File: config.mk
export PLATFORM = sky130hd
export DESIGN_NAME = layer_flow_seq
export DESIGN_NICKNAME = d
export VERILOG_FILES = /design/src/rtl/lfs_pkg.sv /design/src/rtl/lfs_delay.sv /design/src/rtl/lfs_fsm.sv /design/src/rtl/lfs_stage_track.sv /design/src/rtl/lfs_feat_addr.sv /design/src/rtl/layer_flow_seq.sv
export SDC_FILE = /design/constraint.sdc
export NUM_CORES = 1
export LEC_CHECK = 0
export BUFFER_PORTS_ARGS = -buffer_cell sky130_fd_sc_hd__buf_2
export CORE_MARGIN = 10
export CORE_UTILIZATION = 40
export DETAILED_ROUTE_END_ITERATION = 10
export GPL_TIMING_DRIVEN = 0
export HOLD_SLACK_MARGIN = 0.08
export MAX_ROUTING_LAYER = met4
export SYNTH_ARGS = -nofsm -noshare
export SYNTH_HDL_FRONTEND = slang
export SYNTH_SLANG_ARGS = --single-unit
File: constraint.sdc
create_clock -name clk -period 6.06 [get_ports clk]
set_input_delay 1.818 -clock clk [delete_from_list [all_inputs] [get_ports clk]]
set_output_delay 1.818 -clock clk [all_outputs]
set_load 0.01 [all_outputs]
File: src/rtl/lfs_pkg.sv
package lfs_pkg;

  localparam int LTYPE_W = 2;
  localparam int ROWS_W  = 8;
  localparam int KH_W    = 4;
  localparam int DAMP_W  = 2;
  localparam int WREF_W  = 6;
  localparam int RES_W   = 4;
  localparam int DESC_W  = RES_W + WREF_W + 1 + DAMP_W + 1 + KH_W + ROWS_W + LTYPE_W;

  localparam logic [LTYPE_W-1:0] LT_CONV_SKIP = 2'd1;

  // Field order LSB first: ltype, rows, kh, pool bypass, damping, final, wref, res
  typedef struct packed {
    logic [RES_W-1:0]   res;
    logic [WREF_W-1:0]  wref;
    logic               fin;
    logic [DAMP_W-1:0]  damp;
    logic               pool_skip;
    logic [KH_W-1:0]    kh;
    logic [ROWS_W-1:0]  rows;
    logic [LTYPE_W-1:0] ltype;
  } layer_desc_t;

  typedef enum logic [2:0] {
    ST_IDLE,
    ST_LOAD,
    ST_RUN,
    ST_DRAIN,
    ST_NEXT,
    ST_QUANT,
    ST_DONE
  } seq_state_t;

  function automatic int safe_clog2(input int n);
    return (n > 1) ? $clog2(n) : 1;
  endfunction

  function automatic logic conv_skipped(input layer_desc_t d);
    return d.ltype == LT_CONV_SKIP;
  endfunction

  function automatic logic no_rows(input layer_desc_t d);
    return d.rows == '0;
  endfunction

  function automatic logic final_row(input logic [ROWS_W-1:0] r, input layer_desc_t d);
    return r == (d.rows - ROWS_W'(1));
  endfunction

  // Total rows-to-pool-output latency of the three chained stages
  function automatic int pipe_depth(input int s, input int c, input int p);
    return s + c + p;
  endfunction

endpackage

File: src/rtl/lfs_delay.sv
module lfs_delay #(
  parameter int DEPTH = 2
) (
  input  logic             clk,
  input  logic             rst_n,
  input  logic             din,
  output logic [DEPTH-1:0] taps
);

  generate
    if (DEPTH == 1) begin : g_single
      always_ff @(posedge clk or negedge rst_n) begin
        if (!rst_n) taps <= '0;
        else        taps <= din;
      end
    end else begin : g_chain
      always_ff @(posedge clk or negedge rst_n) begin
        if (!rst_n) taps <= '0;
        else        taps <= {taps[DEPTH-2:0], din};
      end
    end
  endgenerate

endmodule

File: src/rtl/lfs_fsm.sv
module lfs_fsm
  import lfs_pkg::*;
#(
  parameter int PROG_DEPTH = 8,
  parameter int DRAIN_CYC  = 4,
  parameter int QUANT_CYC  = 3
) (
  input  logic                          clk,
  input  logic                          rst_n,
  input  logic                          start,
  input  layer_desc_t                   desc_in,
  output seq_state_t                    state,
  output logic [safe_clog2(PROG_DEPTH)-1:0] layer_idx,
  output layer_desc_t                   desc_q,
  output logic [ROWS_W-1:0]             row_q,
  output logic                          layer_last,
  output logic                          start_acc
);

  localparam int PA_W   = safe_clog2(PROG_DEPTH);
  localparam int WMAX   = (DRAIN_CYC > QUANT_CYC) ? DRAIN_CYC : QUANT_CYC;
  localparam int WCNT_W = safe_clog2(WMAX + 1);
  localparam logic [PA_W-1:0]   LAST_SLOT = PA_W'(PROG_DEPTH - 1);
  localparam logic [WCNT_W-1:0] DRAIN_END = WCNT_W'(DRAIN_CYC - 1);
  localparam logic [WCNT_W-1:0] QUANT_END = WCNT_W'(QUANT_CYC - 1);

  logic [WCNT_W-1:0] wait_q;

  assign start_acc  = start && (state == ST_IDLE);
  assign layer_last = desc_q.fin || (layer_idx == LAST_SLOT);

  always_ff @(posedge clk or negedge rst_n) begin
    if (!rst_n) begin
      state     <= ST_IDLE;
      layer_idx <= '0;
      desc_q    <= '0;
      row_q     <= '0;
      wait_q    <= '0;
    end else begin
      unique case (state)
        ST_IDLE: begin
          if (start) begin
            state     <= ST_LOAD;
            layer_idx <= '0;
          end
        end
        ST_LOAD: begin
          desc_q <= desc_in;
          row_q  <= '0;
          wait_q <= '0;
          state  <= no_rows(desc_in) ? ST_DRAIN : ST_RUN;
        end
        ST_RUN: begin
          if (final_row(row_q, desc_q)) begin
            state  <= ST_DRAIN;
            wait_q <= '0;
          end else begin
            row_q <= row_q + ROWS_W'(1);
          end
        end
        ST_DRAIN: begin
          if (wait_q == DRAIN_END) begin
            wait_q <= '0;
            state  <= layer_last ? ST_QUANT : ST_NEXT;
          end else begin
            wait_q <= wait_q + WCNT_W'(1);
          end
        end
        ST_NEXT: begin
          layer_idx <= layer_idx + PA_W'(1);
          state     <= ST_LOAD;
        end
        ST_QUANT: begin
          if (wait_q == QUANT_END) begin
            wait_q <= '0;
            state  <= ST_DONE;
          end else begin
            wait_q <= wait_q + WCNT_W'(1);
          end
        end
        ST_DONE: state <= ST_IDLE;
        default: state <= ST_IDLE;
      endcase
    end
  end

endmodule

File: src/rtl/lfs_stage_track.sv
module lfs_stage_track #(
  parameter int STORE_LAT = 1,
  parameter int CONV_LAT  = 2,
  parameter int POOL_LAT  = 1,
  parameter int QUANT_LAT = 3
) (
  input  logic clk,
  input  logic rst_n,
  input  logic row_step,
  input  logic conv_skip,
  input  logic pool_skip,
  input  logic last_layer,
  output logic cv_en,
  output logic pl_en,
  output logic loop_wr,
  output logic q_en,
  output logic fm_we,
  output logic pipe_any
);

  localparam int PIPE_LAT = STORE_LAT + CONV_LAT + POOL_LAT;
  localparam int CV_TAP   = STORE_LAT - 1;
  localparam int PL_TAP   = STORE_LAT + CONV_LAT - 1;

  logic [PIPE_LAT-1:0]  row_tok;
  logic [QUANT_LAT-1:0] q_tok;
  logic                 pool_out;

  lfs_delay #(.DEPTH(PIPE_LAT)) u_row_line (
    .clk  (clk),
    .rst_n(rst_n),
    .din  (row_step),
    .taps (row_tok)
  );

  assign pool_out = row_tok[PIPE_LAT-1];
  assign cv_en    = row_tok[CV_TAP] && !conv_skip;
  assign pl_en    = row_tok[PL_TAP] && !pool_skip;
  assign loop_wr  = pool_out && !last_layer;
  assign q_en     = pool_out && last_layer;
  assign pipe_any = |row_tok;

  lfs_delay #(.DEPTH(QUANT_LAT)) u_quant_line (
    .clk  (clk),
    .rst_n(rst_n),
    .din  (q_en),
    .taps (q_tok)
  );

  assign fm_we = q_tok[QUANT_LAT-1];

endmodule

File: src/rtl/lfs_feat_addr.sv
module lfs_feat_addr #(
  parameter int ADDR_W = 10
) (
  input  logic              clk,
  input  logic              rst_n,
  input  logic              clear,
  input  logic              wr,
  output logic [ADDR_W-1:0] addr
);

  always_ff @(posedge clk or negedge rst_n) begin
    if (!rst_n)     addr <= '0;
    else if (clear) addr <= '0;
    else if (wr)    addr <= addr + ADDR_W'(1);
  end

endmodule

File: src/rtl/layer_flow_seq.sv
module layer_flow_seq
  import lfs_pkg::*;
#(
  parameter int PROG_DEPTH = 8,
  parameter int STORE_LAT  = 1,
  parameter int CONV_LAT   = 2,
  parameter int POOL_LAT   = 1,
  parameter int QUANT_LAT  = 3,
  parameter int ADDR_W     = 10
) (
  input  logic                                  clk,
  input  logic                                  rst_n,
  input  logic                                  start,
  output logic                                  busy,
  output logic                                  done,
  output logic [safe_clog2(PROG_DEPTH)-1:0]     prog_addr,
  input  logic [DESC_W-1:0]                     prog_data,
  output logic                                  row_step,
  output logic [ROWS_W-1:0]                     row_idx,
  output logic                                  cv_en,
  output logic                                  pl_en,
  output logic                                  loop_wr,
  output logic                                  q_en,
  output logic                                  sel_conv_byp,
  output logic                                  sel_pool_byp,
  output logic                                  sel_loopback,
  output logic [KH_W-1:0]                       kern_h,
  output logic [WREF_W-1:0]                     kern_ref,
  output logic [DAMP_W-1:0]                     damp_sel,
  output logic [RES_W-1:0]                      adc_bits,
  output logic                                  fm_we,
  output logic [ADDR_W-1:0]                     fm_addr
);

  localparam int PIPE_LAT = pipe_depth(STORE_LAT, CONV_LAT, POOL_LAT);

  seq_state_t  state;
  layer_desc_t desc_q;
  layer_desc_t desc_in;
  logic        layer_last;
  logic        start_acc;
  // Named internal events observed by the bound checker
  logic        load_evt;
  logic        pipe_any;

  assign desc_in = layer_desc_t'(prog_data);

  lfs_fsm #(
    .PROG_DEPTH(PROG_DEPTH),
    .DRAIN_CYC (PIPE_LAT),
    .QUANT_CYC (QUANT_LAT)
  ) u_fsm (
    .clk       (clk),
    .rst_n     (rst_n),
    .start     (start),
    .desc_in   (desc_in),
    .state     (state),
    .layer_idx (prog_addr),
    .desc_q    (desc_q),
    .row_q     (row_idx),
    .layer_last(layer_last),
    .start_acc (start_acc)
  );

  assign load_evt = (state == ST_LOAD);
  assign busy     = (state != ST_IDLE);
  assign done     = (state == ST_DONE);
  assign row_step = (state == ST_RUN);

  assign sel_conv_byp = busy && conv_skipped(desc_q);
  assign sel_pool_byp = busy && desc_q.pool_skip;
  assign sel_loopback = busy && !layer_last;
  assign kern_h       = desc_q.kh;
  assign kern_ref     = desc_q.wref;
  assign damp_sel     = desc_q.damp;
  assign adc_bits     = desc_q.res;

  lfs_stage_track #(
    .STORE_LAT(STORE_LAT),
    .CONV_LAT (CONV_LAT),
    .POOL_LAT (POOL_LAT),
    .QUANT_LAT(QUANT_LAT)
  ) u_track (
    .clk       (clk),
    .rst_n     (rst_n),
    .row_step  (row_step),
    .conv_skip (conv_skipped(desc_q)),
    .pool_skip (desc_q.pool_skip),
    .last_layer(layer_last),
    .cv_en     (cv_en),
    .pl_en     (pl_en),
    .loop_wr   (loop_wr),
    .q_en      (q_en),
    .fm_we     (fm_we),
    .pipe_any  (pipe_any)
  );

  lfs_feat_addr #(.ADDR_W(ADDR_W)) u_addr (
    .clk  (clk),
    .rst_n(rst_n),
    .clear(start_acc),
    .wr   (fm_we),
    .addr (fm_addr)
  );

endmodule

Yosys cells after proc, flatten, opt, wreduce, memory -nomap -nowiden
Index checks and enable logic that the tools add are counted.
{"block": "totals", "elab_cells": 76, "in_bits": 31, "output_inout_bits": 48, "reg_bits": 62}
{"block": "classes", "muxes": 17, "addsub": 5, "n_eq_ne": 16, "reduce_logical": 23}
{"operator": "$mux W3", "count": 8}
{"operator": "$mux W10", "count": 2}
{"operator": "$pmux W3 S6", "count": 1}
{"operator": "$pmux W8 S2", "count": 1}
{"operator": "$eq A3 B2 Y1 const B", "count": 4}
{"operator": "$eq A3 B3 Y1 const B", "count": 4}
{"operator": "$pmux W3 S4", "count": 1}
{"operator": "$add A10 B1 Y10 const B", "count": 1}
{"operator": "$add A8 B1 Y8 const B", "count": 1}
{"operator": "$eq A8 B8 Y1", "count": 1}
{"operator": "$logic_and A1 B1 Y1", "count": 8}
{"operator": "$logic_not A8 Y1", "count": 1}
{"operator": "$mux W8", "count": 1}
{"operator": "$sub A8 B1 Y8 const B", "count": 1}
{"operator": "$add A3 B1 Y3 const B", "count": 2}
{"operator": "$ne A2 B2 Y1 const B", "count": 3}
{"operator": "$pmux W3 S2", "count": 1}
{"operator": "$reduce_and A2 Y1", "count": 3}
{"operator": "$reduce_bool A2 Y1", "count": 3}
{"operator": "$ne A2 B1 Y1 const B", "count": 2}
{"operator": "$reduce_and A4 Y1", "count": 1}
{"operator": "$reduce_bool A4 Y1", "count": 1}
{"operator": "$eq A3 B1 Y1 const B", "count": 1}
{"operator": "$logic_not A1 Y1", "count": 3}
{"operator": "5 further kinds", "count": 6}

Depth between registers and ports, before layout
{"block": "depth", "depth_word": 5, "ltp_mapped": 9, "mapped_depth_nobuf": 9}

Cells and area by module
From an unflattened synthesis, not the netlist that was laid out.
{"block": "hier_totals", "hier_cells": 333, "hier_area_um2": 3085.5}
{"mod": "lfs_fsm", "n_inst": 1, "cells_each": 266, "seq_area_each_um2": 1126.1, "area_per_inst_um2": 2328.5}
{"mod": "lfs_feat_addr", "n_inst": 1, "cells_each": 47, "seq_area_each_um2": 250.2, "area_per_inst_um2": 495.5}
{"mod": "lfs_delay (u_track.u_row_line)", "n_inst": 1, "cells_each": 4, "seq_area_each_um2": 100.1, "area_per_inst_um2": 100.1}
{"mod": "lfs_delay (u_track.u_quant_line)", "n_inst": 1, "cells_each": 3, "seq_area_each_um2": 75.1, "area_per_inst_um2": 75.1}
{"mod": "layer_flow_seq", "n_inst": 1, "cells_each": 8, "seq_area_each_um2": 0.0, "area_per_inst_um2": 53.8}
{"mod": "lfs_stage_track", "n_inst": 1, "cells_each": 5, "seq_area_each_um2": 0.0, "area_per_inst_um2": 32.5}

Worst setup path before layout
No wires, ideal clock.
{"block": "synth_timing", "path_type": "register to output", "startpoint": "register u_fsm.layer_idx[0]", "endpoint": "output loop_wr", "path_slack_ns": 3.073, "path_buffers": 0, "t_arrival_ns": 1.169, "required_time_ns": 4.242, "stages_incl_launch_ff": 4, "cell_sequence": "dfrtp_1 ha_1 ha_1 nor3b_1"}
{"block": "synth_between", "elab_chain_cells": 4}
{"element": "start: declaration", "line_no": "lfs_fsm.sv:13", "rtl": "output logic [safe_clog2(PROG_DEPTH)-1:0] layer_idx,"}
{"element": "start signal: assignment", "line_no": "lfs_fsm.sv:70", "rtl": "layer_idx <= layer_idx + PA_W'(1);"}
{"element": "$eq A3 B3 Y1", "line_no": "lfs_fsm.sv:30", "rtl": "assign layer_last = desc_q.fin || (layer_idx == LAST_SLOT);"}
{"element": "$logic_or A1 B1 Y1", "line_no": "lfs_fsm.sv:30"}
{"element": "$logic_not A1 Y1", "line_no": "lfs_stage_track.sv:39", "rtl": "assign loop_wr = pool_out && !last_layer;"}
{"element": "$logic_and A1 B1 Y1", "line_no": "lfs_stage_track.sv:39"}
{"element": "end: declaration", "line_no": "layer_flow_seq.sv:22", "rtl": "output logic loop_wr,"}
No other way between the ends.

Worst setup path after layout
{"block": "layout_timing", "startpoint": "register u_fsm.state[1]", "endpoint": "output busy"}
{"block": "layout_between", "elab_chain_cells": 1}
{"element": "start: declaration", "line_no": "lfs_fsm.sv:12", "rtl": "output seq_state_t state,"}
{"element": "start signal: assignment", "line_no": "lfs_fsm.sv:51", "rtl": "state <= no_rows(desc_in) ? ST_DRAIN : ST_RUN;"}
{"element": "start signal: assignment", "line_no": "lfs_fsm.sv:64", "rtl": "state <= layer_last ? ST_QUANT : ST_NEXT;"}
{"element": "$reduce_bool A3 Y1", "line_no": "layer_flow_seq.sv:66", "rtl": "assign busy = (state != ST_IDLE);"}
{"element": "end: declaration", "line_no": "layer_flow_seq.sv:14", "rtl": "output logic busy,"}
No other way between the ends.

==> impl_results.md <==
* Max-slew violations at 0
* Area of the mapped netlist at 3080 um2
* Worst reg2reg path endpoint: u_fsm.wait_q[2]
* Global-route wire length before repair at 11900 um
* Sequential fraction of the synthesis area at 50.4%
* Core area at 7370 um2
* Number of flops mapped to enable cells by yosys at 0
* Number of instances in the synthesized netlist at 331
* Total global routing track utilization at 13.0%
* Hold endpoint: u_track.u_quant_line.taps[1]
* Vert. Die Dim at 108 um
* Largest vdd supply drop at 0.237 mV
* Worst slew pin tran at 0.783 ns
* Final GP Congestion at 0.752
* Clock Tree Buf Depth at 2
* Cell depth of the worst min-delay path at 0
* DR iter-0 viols at 82
* Number of antenna violations at the first check in global routing at 0
* Max-Slew Margin vs Limit at 47.8%
* Worst reg2reg path startpoint: u_fsm.desc_q[2]
* Final worst path period need at 3.66 ns
* Path type of the worst min-delay path: flip-flop to flip-flop
* Clock Sinks at 62
* Site row count at 31
* Maximum number of pins on one net before global-route repair at 63
* Quantity of hold-fixing buffers added after cts at 0
* CTS tree: yes
* Synth warnings at 0
* Die ar. at 11600 um2
* Critical path's slowest cell: nor3_1
* Synth-to-Final Area Change at 22.8%
* Number of buffers created by CTS at 9
* Worst R2R Setup Slack at 3.64 ns
* Fmax at 274 MHz
* Total negative slack for setup checks at 0 ns
* Multi-input combinational cell area at 1320 um2
* Crit. End Element: output pin
* Post_cts resized at 0
* Total global routing overflow at 0
* Number of hold violations in the final report at 0
* Setup-violating endpoint count in the final report at 0
* Endpoint required time on the critical path at 4.24 ns
* Vias per inst at 4.74
* Clock Root Buffer: clkbuf_8
* Fin Hold WS at 0.348 ns
* Kind of launch point of the worst setup path: flip-flop
* Data arrival time of the worst path at 1.84 ns
* Effective utilization at floorplan at 41.8%
* First-pass iteration count of the detailed router at 4
* Vias at 2477
* CTS HTree Levels at 3
* Fillcell total at 745
* Port buffer count at 78
* Type of the setup path with the least slack: flip-flop to output pin
* Routed wire length at 7090 um
* Power density cells at 525 nW/um2
* Setup repair bufs after CTS at 0
* Setup repair after global routing missed its margin: false
* Peak fanout along the critical path at 10
* Total number of nets in the final design at 460
* Number of top-level design ports at 79
* Synthesized area per cell at 9.30 um2
* CP peak stage delay at 0.59 ns
* Yosys reg bits at 62
* Post-Route Utilization at 51.3%
* Outcome: finished clean
* Clock Latency Late Sink at 0.33 ns
* DPL Wire Length at 5330 um
* Worst hold path startpoint: u_track.u_quant_line.taps[0]
* Reg2Reg Depth at 8
* Total DRC errors in the routed layout at 0
* Most common flop cell mapped by yosys: dfrtp_1
* Die width at 108 um
* Static leakage power at 1.95 nW
* Layout Skew at 0.00477 ns
* Max-cap check violation count at 0
* Post-synth cell types at 42
* Clock-pin slew of the registers on the worst-case setup and hold paths at 0.06 ns
* Layout cells sized above 1 at 26.7%
* Net count after synthesis at 371
* Crit share post-route at 60.3%
* Ys async rst share at 100%
* Average wire length per cell after detail routing at 13.6 um
* Post-route antenna net violation count at 0
* Register area at 1550 um2
* Diode count at 0
* Cell-by-cell listing of the critical path: clkbuf_1 > nor3_1 > inv_1 > buf_2
* Via count of the first global-routing pass at 2470
[cell families (layout without fill, tap and decap cells)]
group | Yosys count | count (layout) | synth area share (%)
AND/OR/NAND/NOR | 161 | 161 | 23.2
flip-flops | 62 | 62 | 50.4
buffers and inverters | 40 | 133 | 6.87
AO/OA/AOI/OAI | 35 | 35 | 8.86
XOR/XNOR | 18 | 18 | 5.12
adder cells (fa/ha/maj) | 9 | 9 | 3.66
multiplexers | 6 | 6 | 1.95
[worst max-delay path: cells and delay by family (launching register included)]
kind,cells,cell delay (ns)
buf+inv,3,0.51
flops,1,0.40
simple gates,1,0.59
[report_power, final]
group          switching, W  internal (W)
Combinational      0.000475      0.000405
Sequential         0.000167      0.000603
Clock              0.000144      0.000192
Total              0.000785       0.00120
[cell usage in the layout, fill, tap and decap left out, types with 3 or more instances in the layout]
cell / count
nand2_1: 100
buf_2: 77
dfrtp_1: 62
nor2_1: 19
buf_4: 17
inv_1: 13
clkbuf_8: 13
clkbuf_1: 12
o21ai_0: 12
xnor2_1: 9
xor2_1: 9
ha_1: 9
nand4_1: 6
mux2i_1: 6
nor3_1: 5
nor2b_1: 5
nand2b_1: 5
nand3_1: 5
a21oi_1: 4
and2_1: 3
nor4_1: 3
[synthesized netlist by cell type, drive strengths merged, types with 2 or more instances]
master | number | area [um2]
nor3b | 2 | 15.0
nor2b | 5 | 31.3
a32o | 2 | 20.0
a21oi | 5 | 28.8
nand2b | 5 | 31.3
nand3 | 5 | 25.0
nor4 | 3 | 18.8
and2 | 3 | 18.8
o21ai | 13 | 65.1
or3b | 2 | 17.5
a2111oi | 2 | 55.1
ha | 9 | 113
inv | 13 | 48.8
o21a | 2 | 15.0
buf | 16 | 120
nor2 | 19 | 71.3
a21o | 2 | 15.0
nand4 | 6 | 37.5
dfrtp | 62 | 1550
nor3 | 5 | 25.0
clkbuf | 11 | 42.5
nand2 | 100 | 375
nand3b | 2 | 15.0
xnor2 | 9 | 78.8
xor2 | 9 | 78.8
mux2i | 6 | 60.1
[metal layers]
layer | vias to the layer above | share of wire [%] | routed length (um) | GRT usage [%]
met5 | - | 0 | 0 | -
met4 | 0 | 1.1 | 76 | 4.87
met3 | 8 | 7.5 | 533 | 4.49
met2 | 64 | 44 | 3100 | 18.6
met1 | 1155 | 48 | 3380 | 16.6
li1 | 1250 | - | - | -
[worst max path at each step]
stage,from,to,slack (ns),cells after the start
after global placement,u_fsm.state[1],busy,2.78,4
after CTS,u_fsm.state[1],busy,2.35,4
after floorplan,u_fsm.layer_idx[0],loop_wr,3.07,3
final,u_fsm.state[1],busy,2.40,4
after global routing,u_fsm.state[1],busy,2.25,4
after detailed placement,u_fsm.state[1],busy,2.72,4
[metrics by stage]
stage	setup slack (ns)	std cells	cell area (um2)	power [W]
after floorplan	3.07	331	3080	0.00137
after global placement	2.78	508	3590	0.00165
after detailed placement	2.72	508	3600	0.00168
after CTS	2.35	523	3780	0.00202
after global routing	2.25	523	3780	0.00218
final	2.40	523	3780	0.00198
[area by class of cell]
type,instances,area share (%)
plain buffers,27,4.30
repair buffers,78,10.4
flip-flops and latches,62,41.0
inverters,13,1.29
multi-input cells,229,34.8
clock buffers,15,4.93
well taps,99,3.27
[sequential cells by signal (all words and copies together), names as in the netlist]
| name | count |
|---|---|
| u_fsm.desc_q | 28 |
| u_addr.addr | 10 |
| u_fsm.row_q | 8 |
| u_track.u_row_line.taps | 4 |
| u_fsm.layer_idx | 3 |
| u_fsm.state | 3 |
| u_fsm.wait_q | 3 |
| u_track.u_quant_line.taps | 3 |
(Power assumes the default switching activity.)
